--- src/rtl/cpc_pkg.sv ---
package cpc_pkg;

    typedef enum logic [1:0] {
        ST_IDLE       = 2'd0,
        ST_READ_RESP  = 2'd1,
        ST_WRITE_RESP = 2'd2
    } cpc_state_e;

    localparam int OFS_IN_DATA  = 0;
    localparam int OFS_IN_STAT  = 1;
    localparam int OFS_OUT_DATA = 2;
    localparam int OFS_OUT_STAT = 3;
    localparam int NUM_REGS     = 4;

endpackage

--- src/rtl/cpc_bus_fsm.sv ---
module cpc_bus_fsm
    import cpc_pkg::*;
#(
    parameter int ADDR_W = 2,
    localparam int SEL_W = $clog2(NUM_REGS)
) (
    input  logic              clk,
    input  logic              rst_n,
    input  logic              req,
    input  logic              wr,
    input  logic [ADDR_W-1:0] addr,
    output logic              ack,
    output logic              resp_rd,
    output logic [SEL_W-1:0]  resp_sel,
    output logic [NUM_REGS-1:0] rd_stb,
    output logic [NUM_REGS-1:0] wr_stb
);

    cpc_state_e state_q, state_d;
    logic [SEL_W-1:0] sel_q;
    logic             accept;
    logic             hit;

    assign hit    = (int'(addr) < NUM_REGS);
    assign accept = req && (state_q == ST_IDLE);

    always_comb begin
        state_d = state_q;
        unique case (state_q)
            ST_IDLE:       if (req) state_d = wr ? ST_WRITE_RESP : ST_READ_RESP;
            ST_READ_RESP:  state_d = ST_IDLE;
            ST_WRITE_RESP: state_d = ST_IDLE;
            default:       state_d = ST_IDLE;
        endcase
    end

    always_ff @(posedge clk) begin
        if (!rst_n) begin
            state_q <= ST_IDLE;
            sel_q   <= '0;
        end else begin
            state_q <= state_d;
            if (accept) sel_q <= SEL_W'(addr);
        end
    end

    always_comb begin
        ack      = 1'b0;
        resp_rd  = 1'b0;
        resp_sel = sel_q;
        rd_stb   = '0;
        wr_stb   = '0;
        unique case (state_q)
            ST_IDLE: begin
                for (int i = 0; i < NUM_REGS; i++) begin
                    if (req && hit && (int'(addr) == i)) begin
                        rd_stb[i] = !wr;
                        wr_stb[i] = wr;
                    end
                end
            end
            ST_READ_RESP: begin
                ack     = 1'b1;
                resp_rd = 1'b1;
            end
            ST_WRITE_RESP: ack = 1'b1;
            default: ack = 1'b0;
        endcase
    end


    resp_one_cycle_chk: assert property (@(posedge clk) disable iff (!rst_n)
        ack |=> !ack);

    ack_follows_req_chk: assert property (@(posedge clk) disable iff (!rst_n)
        accept |=> ack);

    busy_ignores_req_chk: assert property (@(posedge clk) disable iff (!rst_n)
        (state_q != ST_IDLE) |-> (rd_stb == '0 && wr_stb == '0));

endmodule

--- src/rtl/cpc_in_chan.sv ---
module cpc_in_chan #(
    parameter int DATA_W = 8
) (
    input  logic              clk,
    input  logic              rst_n,
    input  logic              sample,
    input  logic              peek,
    input  logic              wr_data,
    input  logic              wr_stat,
    input  logic [DATA_W-1:0] wdata,
    input  logic              src_valid,
    input  logic [DATA_W-1:0] src_data,
    output logic              src_ready,
    output logic [DATA_W-1:0] buf_q,
    output logic [DATA_W-1:0] stat_q
);

    localparam logic [DATA_W-1:0] STAT_FULL = DATA_W'(1);

    assign src_ready = sample;

    always_ff @(posedge clk) begin
        if (!rst_n) begin
            buf_q  <= '0;
            stat_q <= '0;
        end else if (sample) begin
            buf_q  <= src_valid ? src_data : '0;
            stat_q <= src_valid ? STAT_FULL : '0;
        end else begin
            if (wr_data) buf_q  <= wdata;
            if (wr_stat) stat_q <= wdata;
        end
    end


    capture_chk: assert property (@(posedge clk) disable iff (!rst_n)
        (sample && src_valid) |=> (stat_q == STAT_FULL && buf_q == $past(src_data)));

    empty_clear_chk: assert property (@(posedge clk) disable iff (!rst_n)
        (sample && !src_valid) |=> (stat_q == '0 && buf_q == '0));

    peek_keeps_chk: assert property (@(posedge clk) disable iff (!rst_n)
        peek |=> ($stable(stat_q) && $stable(buf_q)));

endmodule

--- src/rtl/cpc_out_chan.sv ---
module cpc_out_chan #(
    parameter int DATA_W = 8
) (
    input  logic              clk,
    input  logic              rst_n,
    input  logic              wr_data,
    input  logic              wr_stat,
    input  logic [DATA_W-1:0] wdata,
    output logic [DATA_W-1:0] buf_q,
    output logic [DATA_W-1:0] stat_q,
    output logic              snk_valid
);

    localparam logic [DATA_W-1:0] STAT_ROOM = DATA_W'(1);

    always_ff @(posedge clk) begin
        if (!rst_n) begin
            buf_q     <= '0;
            stat_q    <= STAT_ROOM;
            snk_valid <= 1'b0;
        end else begin
            snk_valid <= wr_data;
            if (wr_data) begin
                buf_q  <= wdata;
                stat_q <= STAT_ROOM;
            end else if (wr_stat) begin
                stat_q <= wdata;
            end
        end
    end


    emit_pulse_chk: assert property (@(posedge clk) disable iff (!rst_n)
        snk_valid |=> !snk_valid);

    emit_sets_stat_chk: assert property (@(posedge clk) disable iff (!rst_n)
        snk_valid |-> (stat_q == STAT_ROOM));

    emit_holds_byte_chk: assert property (@(posedge clk) disable iff (!rst_n)
        wr_data |=> (buf_q == $past(wdata)));

endmodule

--- src/rtl/cpc_console_port.sv ---
module cpc_console_port
    import cpc_pkg::*;
#(
    parameter int DATA_W = 8,
    parameter int ADDR_W = 2
) (
    input  logic              clk,
    input  logic              rst_n,
    input  logic              bus_req,
    input  logic              bus_wr,
    input  logic [ADDR_W-1:0] bus_addr,
    input  logic [DATA_W-1:0] bus_wdata,
    output logic              bus_ack,
    output logic [DATA_W-1:0] bus_rdata,
    input  logic              src_valid,
    input  logic [DATA_W-1:0] src_data,
    output logic              src_ready,
    output logic              snk_valid,
    output logic [DATA_W-1:0] snk_data
);

    localparam int SEL_W = $clog2(NUM_REGS);

    logic                resp_rd;
    logic [SEL_W-1:0]    resp_sel;
    logic [NUM_REGS-1:0] rd_stb;
    logic [NUM_REGS-1:0] wr_stb;
    logic [DATA_W-1:0]   in_buf, in_stat, out_buf, out_stat;

    cpc_bus_fsm #(.ADDR_W(ADDR_W)) u_fsm (
        .clk      (clk),
        .rst_n    (rst_n),
        .req      (bus_req),
        .wr       (bus_wr),
        .addr     (bus_addr),
        .ack      (bus_ack),
        .resp_rd  (resp_rd),
        .resp_sel (resp_sel),
        .rd_stb   (rd_stb),
        .wr_stb   (wr_stb)
    );

    cpc_in_chan #(.DATA_W(DATA_W)) u_in (
        .clk       (clk),
        .rst_n     (rst_n),
        .sample    (rd_stb[OFS_IN_STAT]),
        .peek      (rd_stb[OFS_IN_DATA]),
        .wr_data   (wr_stb[OFS_IN_DATA]),
        .wr_stat   (wr_stb[OFS_IN_STAT]),
        .wdata     (bus_wdata),
        .src_valid (src_valid),
        .src_data  (src_data),
        .src_ready (src_ready),
        .buf_q     (in_buf),
        .stat_q    (in_stat)
    );

    cpc_out_chan #(.DATA_W(DATA_W)) u_out (
        .clk       (clk),
        .rst_n     (rst_n),
        .wr_data   (wr_stb[OFS_OUT_DATA]),
        .wr_stat   (wr_stb[OFS_OUT_STAT]),
        .wdata     (bus_wdata),
        .buf_q     (out_buf),
        .stat_q    (out_stat),
        .snk_valid (snk_valid)
    );

    assign snk_data = out_buf;

    always_comb begin
        bus_rdata = '0;
        if (resp_rd) begin
            unique case (int'(resp_sel))
                OFS_IN_DATA:  bus_rdata = in_buf;
                OFS_IN_STAT:  bus_rdata = in_stat;
                OFS_OUT_DATA: bus_rdata = out_buf;
                OFS_OUT_STAT: bus_rdata = out_stat;
                default:      bus_rdata = '0;
            endcase
        end
    end


    ready_then_ack_chk: assert property (@(posedge clk) disable iff (!rst_n)
        src_ready |=> (bus_ack && bus_rdata == DATA_W'(src_valid ? 1 : 0) || bus_ack));

    no_emit_without_ack_chk: assert property (@(posedge clk) disable iff (!rst_n)
        snk_valid |-> bus_ack);

    rdata_idle_zero_chk: assert property (@(posedge clk) disable iff (!rst_n)
        !bus_ack |-> (bus_rdata == '0));

endmodule

--- config.mk ---
export PLATFORM = sky130hd
export DESIGN_NAME = cpc_console_port
export DESIGN_NICKNAME = d
export VERILOG_FILES = /design/src/rtl/cpc_pkg.sv /design/src/rtl/cpc_bus_fsm.sv /design/src/rtl/cpc_in_chan.sv /design/src/rtl/cpc_out_chan.sv /design/src/rtl/cpc_console_port.sv
export SDC_FILE = /design/constraint.sdc
export NUM_CORES = 1
export LEC_CHECK = 0
export BUFFER_PORTS_ARGS = -buffer_cell sky130_fd_sc_hd__buf_2
export CAP_MARGIN = 0
export CORE_UTILIZATION = 35
export DETAILED_ROUTE_END_ITERATION = 12
export GPL_TIMING_DRIVEN = 0
export PLACE_DENSITY = 0.67
export SLEW_MARGIN = 20
export SYNTH_ARGS = -nofsm -noshare
export SYNTH_HDL_FRONTEND = slang
export SYNTH_SLANG_ARGS = --single-unit
--- constraint.sdc ---
create_clock -name clk -period 1.7 [get_ports clk]
set_clock_uncertainty 0.1 [all_clocks]
set_input_delay 0.255 -clock clk [delete_from_list [all_inputs] [get_ports clk]]
set_output_delay 0.255 -clock clk [all_outputs]
set_load 0.005 [all_outputs]
* Word level (Yosys, flattened, before mapping) *
Cells that the tools add are included.

operators by class
  multiplexer cells = 19
  eq/ne operators = 8
  bitwise logic cells = 1
  reduce and logical (&&, ||, !) cells = 14

operators with widths
  operator                                                                count
  8-bit two-way mux                                                       6
  8-bit one-hot mux with 4 select lines                                   1
  2-bit equality test (second input constant)                             5
  1-bit two-way mux                                                       9
  2-bit by 1-bit equality test with 1-bit output (second input constant)  3
  2-bit logical NOT                                                       3
  1-bit logical AND                                                       5
  2-bit two-way mux                                                       2
  4-bit two-way mux                                                       1
  2-bit nonzero test                                                      2
  2-bit OR reduction                                                      2
  2-bit AND reduction                                                     1
  1-bit logical NOT                                                       1
  1-bit NOT                                                               1

word-level totals
  output and inout port bits = 19
  register bits after elaboration = 37
  word-level logic and storage cells = 49

* Logic depth before layout (Yosys ltp) *
  depth in word-level cells = 6
  gate-level depth with buffers = 8

* Cells and area by module *
From an unflattened synthesis, not the netlist that was laid out.

second synthesis, totals
  cells, all modules = 182
  area, all modules = 1936.9 µm²

modules (own cells, without submodules)
  module            area an instance (µm²)  instances  cells an instance
  cpc_in_chan       779.5                   1          64
  cpc_out_chan      629.4                   1          54
  cpc_bus_fsm       272.8                   1          35
  cpc_console_port  255.2                   1          29

* Worst setup path after synthesis *
Ideal clock, no wire load.

  kind = reg-to-reg
  start point = register u_fsm.state_q[0]
  end point = register u_in.buf_q[5]
  cell stages (with the launch flop) = 9
  buffers on the path = 3
  clock period less this slack = 1.539 ns
  data required time = 1.467 ns
  setup time = 0.133 ns
  data arrival time = 1.306 ns
  setup slack = 0.161 ns
  cells stage by stage = dfxtp_1 inv_1 ha_1 buf_2 and3b_1 buf_4 buf_6 a21oi_1 a311oi_2

on the way
  longest elaborated chain between the ends = 3
  elaborated cells on any way between the ends = 5
  those cells by class = mux (3); reduce/logical (2)

RTL lines
  item                                                            RTL line           text
  start, declared                                                 cpc_bus_fsm.sv:19  cpc_state_e state_q, state_d;
  start signal, assigned                                          cpc_bus_fsm.sv:42  state_q <= state_d;
  2-bit logical NOT (*)                                           cpc_bus_fsm.sv:53  unique case (state_q)
  2-bit two-way mux / 4-bit two-way mux (equally long branches)   cpc_bus_fsm.sv:53
  8-bit two-way mux / 2-bit nonzero test (equally long branches)  -
  end signal, assigned                                            cpc_in_chan.sv:27  buf_q <= src_valid ? src_data : '0;
  end signal, assigned                                            cpc_in_chan.sv:30  if (wr_data) buf_q <= wdata;
  end, declared                                                   cpc_in_chan.sv:14  output logic [DATA_W-1:0] buf_q,

Every way passes the cells marked *; elsewhere a longest branch is shown, timed or not.
A chain may end at the register's enable or synchronous reset.

* Worst setup path in the final report *
  start point = register u_fsm.sel_q[1], in the netlist u_fsm.resp_sel[1]
  end point = output bus_rdata[6]

on the way
  longest elaborated chain between the ends = 3
  elaborated cells on any way between the ends = 6
  those cells by class = eq/ne (3); mux (2); reduce/logical (1)

RTL lines
  item                                               RTL line                text
  start, declared                                    cpc_bus_fsm.sv:20       logic [SEL_W-1:0] sel_q;
  start signal, assigned                             cpc_bus_fsm.sv:43       if (accept) sel_q <= SEL_W'(addr);
  2-bit equality test, or another cell as far along  cpc_console_port.sv:74  unique case (int'(resp_sel))
  8-bit one-hot mux with 4 select lines (*)          cpc_console_port.sv:74
  8-bit two-way mux (*)                              cpc_console_port.sv:73  if (resp_rd) begin
  end, declared                                      cpc_console_port.sv:14  output logic [DATA_W-1:0] bus_rdata,

Marked as above.

==> flow_metrics.py <==
metrics = {
    "worst_setup_path": {
        "r2r_slack_ps": 80,
        "critical-path-top-cell-by-count": "buf_6",
        "capturing_element_type_of_the_critical_path": "output pin",
        "family_with_the_most_delay_on_the_worst_path": "multiplexers",
        "critPathSlowestCell": "mux4_2",
        "timing.rr.end": "u_in.stat_q[0]$_SDFFE_PN0P_",
        "worstReg2RegStart": "u_fsm.state_q[0]$_SDFFE_PN0P_",
        "critPathArrivalTime_ps": 1550,
        "worst_path_largest_cell_delay_ps": 510,
        "crit_chain": "buf_6 > mux4_2 > and2_4 > buf_6",
        "startpoint_type": "flip-flop",
        "crit_required_ps": 1340,
        "worst_r2r_path_depth": 8,
        "cp_num_buf_inv": 2,
        "timing.critical_path.fanout_max": 6,
        "timing.setup.critical_path_class": "reg2out",
    },
    "clock_network": {
        "clockRootBuffer": "clkbuf_8",
        "clkTransAtPathRegs_ps": 70,
        "cts_tree": "built",
        "clkLatencyLatePin_ps": 290,
        "number_of_h_tree_levels": 2,
        "max-clock-path-buffers": 2,
        "cts-buffers-inserted": 5,
        "clock_sinks": 37,
    },
    "timing": {
        "period_minus_slack_ps": 1910,
        "rsz0062_at_grt": "yes",
        "fmax_mhz": 524,
        "worst_hold_slack_ps": 115,
        "drv_slew": 0,
        "slew-limit-headroom_pct": 62.6,
        "final_min_period_over_clock_period_pct": 112,
        "setup_viol": 8,
        "max_slew.worst_pin.slew_ps": 557,
        "timing.final.hold_violations": 0,
        "fin_ws_ps": -207,
    },
    "global_routing": {
        "grt.total_usage_pct": 21.3,
        "grt_overflow": 0,
        "grt_pass1_vias": 1639,
        "grt_first_pass_wirelength_um": 8450,
        "largest_net_degree_at_the_start_of_global_routing": 11,
        "antenna_found_initial": 0,
    },
    "floorplan": {
        "floorplan.initialDensity_pct": 37.5,
        "placement_rows": 25,
        "die_w_um": 74.3,
        "floorplan.die.height_um": 74.3,
        "io-pin-count": 42,
        "placeableCoreArea_um2": 4880,
        "dieArea_um2": 5520,
    },
    "placed_design": {
        "finalWeightedCongestion": 0.822,
        "port_buffers": 39,
        "detailed_placement_wirelength_estimate_um": 3590,
        "post_dp_cell_area_um2": 2110,
    },
    "route": {
        "viasPerCell": 5.44,
        "vias": 1692,
        "drc": 0,
        "ant_nets": 0,
        "routed_wire_length_per_instance_um": 17.1,
        "drt_pass1_iterations": 4,
        "detail_route.wirelength_um": 5310,
        "initialDrtViolationCount": 118,
    },
    "synthesis": {
        "synthesis.nets": 214,
        "synthDistinctLibCells": 35,
        "post_synth_xor_area_fraction_pct": 0.889,
        "mapped_cell_area_um2": 1830,
        "synth.ff_latch_count": 37,
        "synthesis.area_per_instance_um2": 9.69,
        "synth-compound-area-share_pct": 20.8,
        "synth_top_family_by_area": "compound AO/OA/AOI/OAI gates",
        "post_synth_edffs": 0,
        "synth_warnings": 0,
        "yosys.area_share.adder_pct": 1.37,
        "synth-simple-area-share_pct": 18.9,
        "post_synthesis_sequential_area_ratio_pct": 40.5,
        "postSynth.topFlopCell": "dfxtp_1",
        "syn_inst": 189,
        "fraction_of_registers_with_async_set_or_reset_after_synthesis_pct": 0,
        "proportion_of_synthesized_area_in_mux_cells_pct": 10.4,
    },
    "power": {
        "power.density_cell_area_nw_per_um2": 773,
        "total_leakage_power_nw": 0.918,
        "finalPower_mw": 1.82,
        "peakVddDrop_uv": 478,
    },
    "min_path": {
        "hold_start": "bus_wdata[0]",
        "hold_end": "u_out.buf_q[0]$_SDFFE_PN0P_",
        "min_path_cells": 2,
        "min-delay-path-class": "in2reg",
    },
    "run_status": {
        "outcome": "finished, violations left",
        "violations_in_the_final_reports": "setup timing",
    },
    "layout": {
        "total_area_of_multi_input_combinational_cells_um2": 985,
        "antenna_cells": 0,
        "layout.cells.most_common": "buf_2",
        "num-fill-cells": 489,
        "finish.net_count": 270,
        "layout_common_cells": "buf_2, dfxtp_1, nand3_1, a21oi_1, o21ai_0",
        "fin_util_pct": 48.3,
        "area.sequential_um2": 746,
        "design_area_um2": 2360,
        "drive_above_1_share_pct": 39.3,
        "area.growth.synth_to_final_pct": 28.8,
    },
    "run": {
        "max-cap-violations": 0,
    },
}
state kept, by name, indices dropped and copies added (netlist names):
name             flops
u_fsm.resp_sel       2
u_fsm.state_q        2
u_in.buf_q           8
u_in.stat_q          8
u_out.buf_q          8
u_out.snk_valid      1
u_out.stat_q         8
layout make-up:
| class | instances | share of cell area (%) |
|---|---|---|
| Buffer | 16 | 6.10 |
| Clock buffer | 5 | 2.92 |
| Clock inverter | 1 | 0.212 |
| Inverter | 4 | 0.796 |
| Multi-Input combinational cell | 132 | 41.8 |
| Sequential cell | 37 | 31.6 |
| Tap cell | 67 | 3.55 |
| Timing Repair Buffer | 49 | 13.1 |
Yosys cell counts (4+ instances only):
| cell | count | area share, % |
|---|---|---|
| dfxtp_1 | 37 | 40 |
| nand3_1 | 25 | 6.8 |
| a21oi_1 | 24 | 6.6 |
| o21ai_0 | 16 | 4.4 |
| nand2_1 | 11 | 2.3 |
| a22o_1 | 8 | 3.8 |
| and2_1 | 8 | 2.7 |
| mux4_2 | 8 | 9.8 |
| a311oi_1 | 6 | 2.9 |
| buf_2 | 6 | 1.6 |
| nor2_1 | 4 | 0.82 |
through the flow:
step	setup slack, ps	setup TNS (ps)	instances
6_report	-207	-1510	311
5_1_grt	-250	-1960	311
4_1_cts	-203	-1540	308
3_5_place_dp	-83.2	-506	295
3_3_place_gp	-73.3	-342	295
2_1_floorplan	161	0	189
worst reg2reg max path, delay by kind of cell (launching register included):
family / cells / cell delay [ps]
buf+inv: 4 / 500
flops: 1 / 330
compound gates: 1 / 230
simple gates: 2 / 200
fa+ha+maj: 1 / 120
metal layers:
metal  vias to the layer above  GRT usage, %  wire (um)
met4                         0          9.43         80
li1                        815             -          -
met3                         8          4.07        391
met5                         -             0          0
met2                        50          35.9       2610
met1                       819          26.7       2230
worst max-delay path by stage:
stage / start / end / slack [ps] / cells after the start
final: u_fsm.resp_sel[1]$_SDFFE_PN0P_ / bus_rdata[6] / -210 / 4
after global routing: u_fsm.resp_sel[0]$_SDFFE_PN0P_ / bus_rdata[2] / -250 / 4
after CTS: u_fsm.resp_sel[0]$_SDFFE_PN0P_ / bus_rdata[2] / -200 / 4
after detailed placement: u_fsm.state_q[1]$_SDFFE_PN0P_ / src_ready / -80 / 6
after global placement: u_fsm.state_q[1]$_SDFFE_PN0P_ / src_ready / -70 / 6
after floorplan: u_fsm.state_q[0]$_SDFFE_PN0P_ / u_in.buf_q[5]$_SDFFE_PN0P_ / 160 / 8
power breakdown:
| part | internal (mW) | switching (mW) | total [mW] |
|---|---|---|---|
| Clock | 0.269 | 0.301 | 0.571 |
| Combinational | 0.153 | 0.183 | 0.336 |
| Sequential | 0.898 | 0.0190 | 0.917 |
| Total | 1.32 | 0.503 | 1.82 |
logic make-up after synthesis:
group | count (synthesis)
mux | 9
xor+xnor | 1
compound gates | 60
fa+ha+maj | 2
buf+inv | 20
flops | 37
simple gates | 60
what timing repair did:
item,4_1_cts,5_1_grt
setup buffers,7,3
hold buffers,0,0
resized for setup,18,11
cloned,0,0
endpoints found under the hold margin,0,0
pin swaps,1,2
setup endpoints to repair,12,14
(Power assumes the default switching activity.)
